File: src/rtl/data_addr_gen.sv
module data_addr_gen #(
  parameter int ADDR_W = 16,
  parameter int OFS_W  = 7,
  parameter int NUM_AR = 8
) (
  input  logic                        clk,
  input  logic                        rst_n,
  input  logic                        mode_ind,
  input  logic [OFS_W-1:0]            ofs_in,
  input  logic                        acc_en,
  input  logic [1:0]                  upd_op,
  input  logic                        page_ld,
  input  logic [ADDR_W-OFS_W-1:0]     page_din,
  input  logic                        ar_ld,
  input  logic [$clog2(NUM_AR)-1:0]   ar_ld_idx,
  input  logic [ADDR_W-1:0]           ar_din,
  input  logic                        arp_ld,
  input  logic [$clog2(NUM_AR)-1:0]   arp_din,
  output logic [ADDR_W-1:0]           addr_out
);
  localparam int PAGE_W = ADDR_W - OFS_W;
  localparam int SEL_W  = $clog2(NUM_AR);
  localparam logic [1:0] UPD_INC = 2'b01;
  localparam logic [1:0] UPD_DEC = 2'b10;

  logic [PAGE_W-1:0]              page_q;
  logic [SEL_W-1:0]               arp_q;
  logic [NUM_AR-1:0][ADDR_W-1:0]  ar_q;
  logic [ADDR_W-1:0]              cur_ar, mod_val;
  logic                           mod_en;

  assign cur_ar   = ar_q[arp_q];
  assign addr_out = mode_ind ? cur_ar : {page_q, ofs_in};
  assign mod_en   = acc_en && mode_ind && (upd_op == UPD_INC || upd_op == UPD_DEC);
  assign mod_val  = (upd_op == UPD_INC) ? cur_ar + ADDR_W'(1) : cur_ar - ADDR_W'(1);

  always_ff @(posedge clk) begin
    if (!rst_n) begin
      page_q <= '0;
      arp_q  <= '0;
    end else begin
      if (page_ld) page_q <= page_din;
      if (arp_ld)  arp_q  <= arp_din;
    end
  end

  always_ff @(posedge clk) begin
    if (!rst_n) begin
      ar_q <= '0;
    end else begin
      for (int i = 0; i < NUM_AR; i++) begin
        if (ar_ld && ar_ld_idx == SEL_W'(i))
          ar_q[i] <= ar_din;
        else if (mod_en && arp_q == SEL_W'(i))
          ar_q[i] <= mod_val;
      end
    end
  end

  a_r3_page_load: assert property (@(posedge clk) disable iff (!rst_n)
    page_ld |=> page_q == $past(page_din));

  a_r5_ar_load: assert property (@(posedge clk) disable iff (!rst_n)
    ar_ld |=> ar_q[$past(ar_ld_idx)] == $past(ar_din));

  a_r6_arp_next: assert property (@(posedge clk) disable iff (!rst_n)
    arp_ld |=> arp_q == $past(arp_din));

  a_r7_post_inc: assert property (@(posedge clk) disable iff (!rst_n)
    (acc_en && mode_ind && upd_op == UPD_INC && !(ar_ld && ar_ld_idx == arp_q))
    |=> ar_q[$past(arp_q)] == ADDR_W'($past(addr_out) + ADDR_W'(1)));

  a_r8_post_dec: assert property (@(posedge clk) disable iff (!rst_n)
    (acc_en && mode_ind && upd_op == UPD_DEC && !(ar_ld && ar_ld_idx == arp_q))
    |=> ar_q[$past(arp_q)] == ADDR_W'($past(addr_out) - ADDR_W'(1)));

  a_r9_no_change: assert property (@(posedge clk) disable iff (!rst_n)
    (!ar_ld && !(acc_en && mode_ind && (upd_op == UPD_INC || upd_op == UPD_DEC)))
    |=> $stable(ar_q));
endmodule

File: config.mk
export PLATFORM = sky130hd
export DESIGN_NAME = data_addr_gen
export DESIGN_NICKNAME = d
export VERILOG_FILES = /design/src/rtl/data_addr_gen.sv
export SDC_FILE = /design/constraint.sdc
export NUM_CORES = 1
export LEC_CHECK = 0
export CAP_MARGIN = 20
export CORE_MARGIN = 4
export CORE_UTILIZATION = 30
export CTS_CLUSTER_DIAMETER = 100
export DETAILED_ROUTE_END_ITERATION = 10
export DONT_BUFFER_PORTS = 1
export GPL_TIMING_DRIVEN = 0
export PLACE_DENSITY_LB_ADDON = 0.08
export SLEW_MARGIN = 20
export SYNTH_ARGS = -nofsm -noshare
export SYNTH_HDL_FRONTEND = slang
export SYNTH_SLANG_ARGS = --single-unit
File: constraint.sdc
create_clock -name clk -period 5 [get_ports clk]
set_input_delay 0.5 -clock clk [delete_from_list [all_inputs] [get_ports clk]]
set_output_delay 0.5 -clock clk [all_outputs]
set_load 0.01 [all_outputs]
# --- After elaboration in Yosys (flattened, before gate mapping) ---
# Index checks and enable logic that the tools add are counted.
op_classes:
  n_addsub: 2
  n_lt_le_gt_ge: 1
  eq_ne: 16
  n_mux: 20
  n_reduce_logical: 29
op_table:
  columns: ["op", "count"]
  rows:
  - ["$mux 16", 19]
  - ["$bmux 16 s3", 1]
  - ["$eq 3x3->1 const B", 8]
  - ["$logic_and 1x1->1", 18]
  - ["$add 16x1->16 const B", 1]
  - ["$reduce_bool 2->1", 8]
  - ["$sub 16x1->16 const B", 1]
  - ["$eq 3x2->1 const B", 4]
  - ["$eq 3x1->1 const B", 2]
  - ["$logic_not 3->1", 2]
  - ["$lt 3x4->1 const B", 1]
  - ["$eq 2x1->1 const B", 1]
  - ["$eq 2x2->1 const B", 1]
  - ["$logic_or 1x1->1", 1]
totals:
  reg_bits: 140
  output_inout_bits: 16
  elab_cells: 78

# --- Longest topological paths before layout ---
depth:
  word_depth: 6
  ltp_mapped: 15

# --- Least setup slack after synthesis ---
# Ideal clock, no wire load.
synth_timing:
  path_kind: "register to register"
  from: "register arp_q[0]"
  to: "register ar_q[61] (netlist name)"
  t_arrival_ns: 3.671
  t_required_ns: 4.884
  path_slack_ns: 1.212
  path_stages_with_launch: 14
  path_buffers: 4
  period_less_slack_ns: 3.788
  path_cell_list: "dfxtp_1 -> buf_6 -> buf_2 -> buf_2 -> mux4_2 -> mux2_2 -> ha_1 -> clkbuf_1 -> nand2_1 -> or3_1 -> a211oi_2 -> nor3_1 -> nand3b_1 -> a41o_1"
synth_via:
  elab_chain_cells: 6
  word_cells_on_any_way: 10
  cone_classes: "2 x add/sub; 1 x eq/ne; 5 x mux; 2 x reduce/logical"
synth_lines:
  columns: ["item", "line_no", "rtl"]
  rows:
  - ["start: declaration", "27", "logic [SEL_W-1:0] arp_q;"]
  - ["start signal: assignment", "43", "if (arp_ld) arp_q <= arp_din;"]
  - ["$bmux 16 s3", "32", "assign cur_ar = ar_q[arp_q];"]
  - ["$mux 16 (not written as such)", "32", null]
  - ["$sub 16x1->16 / $add 16x1->16 (equally long branches)", "35", "assign mod_val = (upd_op == UPD_INC) ? cur_ar + ADDR_W'(1) : cur_ar - ADDR_W'(1);"]
  - ["$mux 16", "35", null]
  - ["$mux 16", "54", "else if (mod_en && arp_q == SEL_W'(i))"]
  - ["$mux 16", "52", "if (ar_ld && ar_ld_idx == SEL_W'(i))"]
  - ["end signal: indexed assignment", "53", "ar_q[i] <= ar_din;"]
  - ["end signal: indexed assignment", "55", "ar_q[i] <= mod_val;"]
  - ["end: declaration", "28", "logic [NUM_AR-1:0][ADDR_W-1:0] ar_q;"]
# Several ways; a longest one is shown, not always the timed one. The select of a mux whose other input is x is not followed.
# A chain may end at the register's enable or synchronous reset.

# --- Final worst setup path ---
layout_timing:
  from: "register arp_q[1]"
  to: "register ar_q[108] (netlist name)"
# The elaborated chain is that of the path after synthesis.

==> results.txt <==
----------------------------------------------------
[Clock tree]
  TritonCTS Sinks ... 140
  Hold buffer count at cts ... 0
  Maximum root-to-sink buffer count ... 2
  Clock buffers created by TritonCTS ... 17
  Clock root cell ... sky130_fd_sc_hd__clkbuf_16
  Worst skew pair latency ... 0.45 ns
  Level count of the clock H-tree ... 4
  Clock slew at reported path FFs ... 0.07 ns
  CTS tree ... done

[Worst setup path]
  Worst reg2reg startpoint ... arp_q[1]$_SDFFE_PN0P_
  Element type at the critical path start ... flop
  Buffering stage count on the worst path with inverters included ... 2
  Stages on worst setup path ... 12
  Slowest cell delay on critical path ... 0.79 ns
  Worst R2R Path Depth ... 12
  Crit. Startpoint ... arp_q[1]$_SDFFE_PN0P_
  Data arrival time of the worst path ... 5.12 ns
  Worst setup path category ... reg2reg
  Critical path capture point type ... flop
  Crit Path Max Fanout ... 19
  CP required ... 5.29 ns
  Category of cells accounting for the largest share of critical-path delay ... compound AO/OA/AOI/OAI gates
  Max stage delay cell, worst path ... sky130_fd_sc_hd__clkdlybuf4s15_1
  CP Cell Sequence ... buf_4 > clkdlybuf4s15_1 > mux4_2 > mux2_2 > fa_1 > a21o_1 > a21oi_2 > o21ai_2 > a41o_4 > o41ai_4 > mux2i_1 > a31oi_1

[Timing]
  Setup Total Neg Slack ... 0 ns
  RSZ-0062 raised after global routing ... false
  Final Hold Viols ... 0
  Max Freq ... 0.207 GHz
  Clock period minus final worst setup slack ... 4.82 ns
  Max_slew headroom ... 32.9%
  Post-route fraction of the period consumed by the critical path ... 96.5%
  Layout Skew ... 0.0115 ns
  Total setup violations reported at the end of the flow ... 0
  Final count of pins violating max slew ... 0
  Tightest Pin Transition ... 1.01 ns
  Tightest hold margin ... 0.208 ns

[Global routing]
  Via count of the first global-routing pass ... 7,897
  Global-route congestion overflow total ... 0
  Global-route wire length before repair ... 55.4 mm
  Antenna violations before repair ... 1
  Maximum number of pins on one net before global-route repair ... 20
  Total routing usage reported by global routing ... 24.5%

[Synth]
  Cell with the most instances after synthesis ... sky130_fd_sc_hd__dfxtp_1
  Number of warnings printed during yosys synthesis ... 0
  Gate count after technology mapping ... 983
  Post-Syn Nets ... 1,048
  Share of synthesized registers carrying an async set or reset ... 0%
  Distinct cell type count after synthesis ... 61
  Top-area cell type share of the netlist area ... 33.4%
  Syn Std Cell Area ... 0.00839 mm2
  Number of register bits inferred by synthesis ... 140
  Syn_area_per_cell ... 8.54 um2
  Synth top cells by count ... 140 x sky130_fd_sc_hd__dfxtp_1, 125 x sky130_fd_sc_hd__nand2_1, 82 x sky130_fd_sc_hd__nor2_1
  Sequential share of the synthesized area ... 33.4%
  Most area-consuming cells after synthesis ... sky130_fd_sc_hd__dfxtp_1 33%, sky130_fd_sc_hd__mux4_2 8.1%, sky130_fd_sc_hd__nand2_1 5.6%
  Cell type contributing the most total cell area after synthesis ... sky130_fd_sc_hd__dfxtp_1
  Most common flop cell mapped by yosys ... sky130_fd_sc_hd__dfxtp_1
  Number of enable-type register cells in the synthesized netlist ... 0

[Run status]
  Status ... finished clean

[Floorplanning]
  Area of the placeable core ... 0.0273 mm2
  Number of standard-cell rows in the floorplan ... 60
  Die ar. ... 0.0307 mm2
  Chip Height ... 175 um
  Ports placed on the boundary ... 63
  Die Width ... 175 um
  Effective utilization at floorplan ... 30.8%

[Route]
  Routed vias/inst ... 5.90
  Post-detailed-route DRC marker count ... 0
  Iteration-0 DRC Markers ... 837
  Total number of vias ... 8,190
  Detail-routed net length per standard cell ... 27.2 um
  Sum of routed wire length over all layers ... 37.7 mm
  Pre-Repair DR Iteration Count ... 8
  Number of nets still failing antenna checks after routing ... 0

[Min path]
  Cell depth of the worst hold path ... 2
  Min-Delay Path Class ... in2reg
  Beginning of the worst hold path ... page_din[6]

[Placement]
  Count of input and output buffers ... 0
  Final GP Congestion ... 0.873
  Inst Count DP ... 1,355
  HPWL after DPL ... 26.9 mm
  Post-detailed-placement cell area ... 0.00886 mm2

[Cells and area]
  Cell area after layout ... 0.00950 mm2
  FILL cells ... 2,911
  Final net count ... 1,066
  Fraction of layout instances using a drive strength above 1 ... 13.8%
  P&R area growth vs syn ... 13.2%
  Filler-free cell count of the finished design ... 1,387
  Storage element area ... 0.00280 mm2
  Area of the multi-input gates ... 0.00512 mm2

[Job]
  Maxcap violations ... 0

[Power and ir drop]
  Pwr/cell area ... 343 mW/mm2
  LEAKAGE ... 3.52 nW
  Max rail drop VDD ... 0.242 mV

----------------------------------------------------
-- final cells by class --
class / instances / area share (%)
antenna: 1 / 0.0263
buffer: 97 / 4.97
clock buffer: 17 / 4.48
clock inverter: 15 / 1.99
inverter: 4 / 0.158
multi-input combinational: 740 / 53.9
sequential: 140 / 29.5
tap: 372 / 4.90
timing repair buffer: 1 / 0.0790
-- layout by cell type, fill, tap and decap left out, types with 13 or more instances in the layout --
cell	n
sky130_fd_sc_hd__clkbuf_16	17
sky130_fd_sc_hd__nor2_1	82
sky130_fd_sc_hd__o221ai_1	16
sky130_fd_sc_hd__and2_1	13
sky130_fd_sc_hd__a41o_1	17
sky130_fd_sc_hd__mux4_2	30
sky130_fd_sc_hd__o21ai_0	77
sky130_fd_sc_hd__dfxtp_1	140
sky130_fd_sc_hd__buf_4	16
sky130_fd_sc_hd__mux2_2	29
sky130_fd_sc_hd__a211oi_1	14
sky130_fd_sc_hd__o22ai_1	16
sky130_fd_sc_hd__clkbuf_1	52
sky130_fd_sc_hd__a21oi_1	64
sky130_fd_sc_hd__nand4_1	17
sky130_fd_sc_hd__buf_2	13
sky130_fd_sc_hd__o211ai_1	16
sky130_fd_sc_hd__a31oi_1	31
sky130_fd_sc_hd__ha_1	17
sky130_fd_sc_hd__nand2_1	125
sky130_fd_sc_hd__mux2i_1	37
sky130_fd_sc_hd__nand3_1	54
-- repair_timing --
item | in CTS | in global routing
hold endpoints to repair | 0 | 0
setup endpoints to repair | 32 | 38
setup buffers | 0 | 1
cloned | 0 | 0
gates resized for setup | 3 | 4
-- layer usage --
metal  vias to the layer above  global-route usage (%)  part of all wire [%]
li1                       3706                       -                     -
met1                      4045                    35.2                    45
met2                       386                    37.8                    45
met3                        53                    4.18                   8.4
met4                         0                    6.94                   2.1
met5                         -                       0                     0
-- final timing paths --
check,slack (ns),end
setup / recovery,0.18,ar_q[108]$_SDFFE_PN0P_
hold / removal,0.21,page_q[6]$_SDFFE_PN0P_
setup reg to reg,0.18,ar_q[108]$_SDFFE_PN0P_
hold reg to reg,0.48,ar_q[51]$_SDFFE_PN0P_
-- power breakdown --
part	switching (mW)	internal (mW)
Clock	0.598	0.795
Sequential	0.0239	1.16
Combinational	0.460	0.222
Total	1.08	2.18
-- registers in the layout, indices dropped and copies added (netlist names) --
register,count
arp_q,3
ar_q,128
page_q,9
-- per-stage QoR --
step / total power, mW / util, % / worst slack [ns]
floorplan: 1.65 / - / 1.21
global placement: 1.87 / 32.5 / -0.413
detailed placement: 1.87 / 32.5 / -0.422
CTS: 3.25 / 34.8 / 0.105
global route: 3.36 / 34.8 / 0.0235
finish: 3.26 / 34.9 / 0.176
-- cell families (layout without fill, tap and decap cells) --
| family | after synthesis | in the layout | share of synthesized area [%] |
|---|---|---|---|
| other | 0 | 1 | 0 |
| XOR/XNOR | 9 | 9 | 0.939 |
| adder cells (fa/ha/maj) | 18 | 18 | 2.77 |
| multiplexers | 97 | 97 | 16.5 |
| flip-flops | 140 | 140 | 33.4 |
| AND/OR/NAND/NOR | 322 | 322 | 17.2 |
| buffers and inverters | 103 | 134 | 5.78 |
| AO/OA/AOI/OAI | 294 | 294 | 23.4 |
Power figures use the tool's default switching activity.
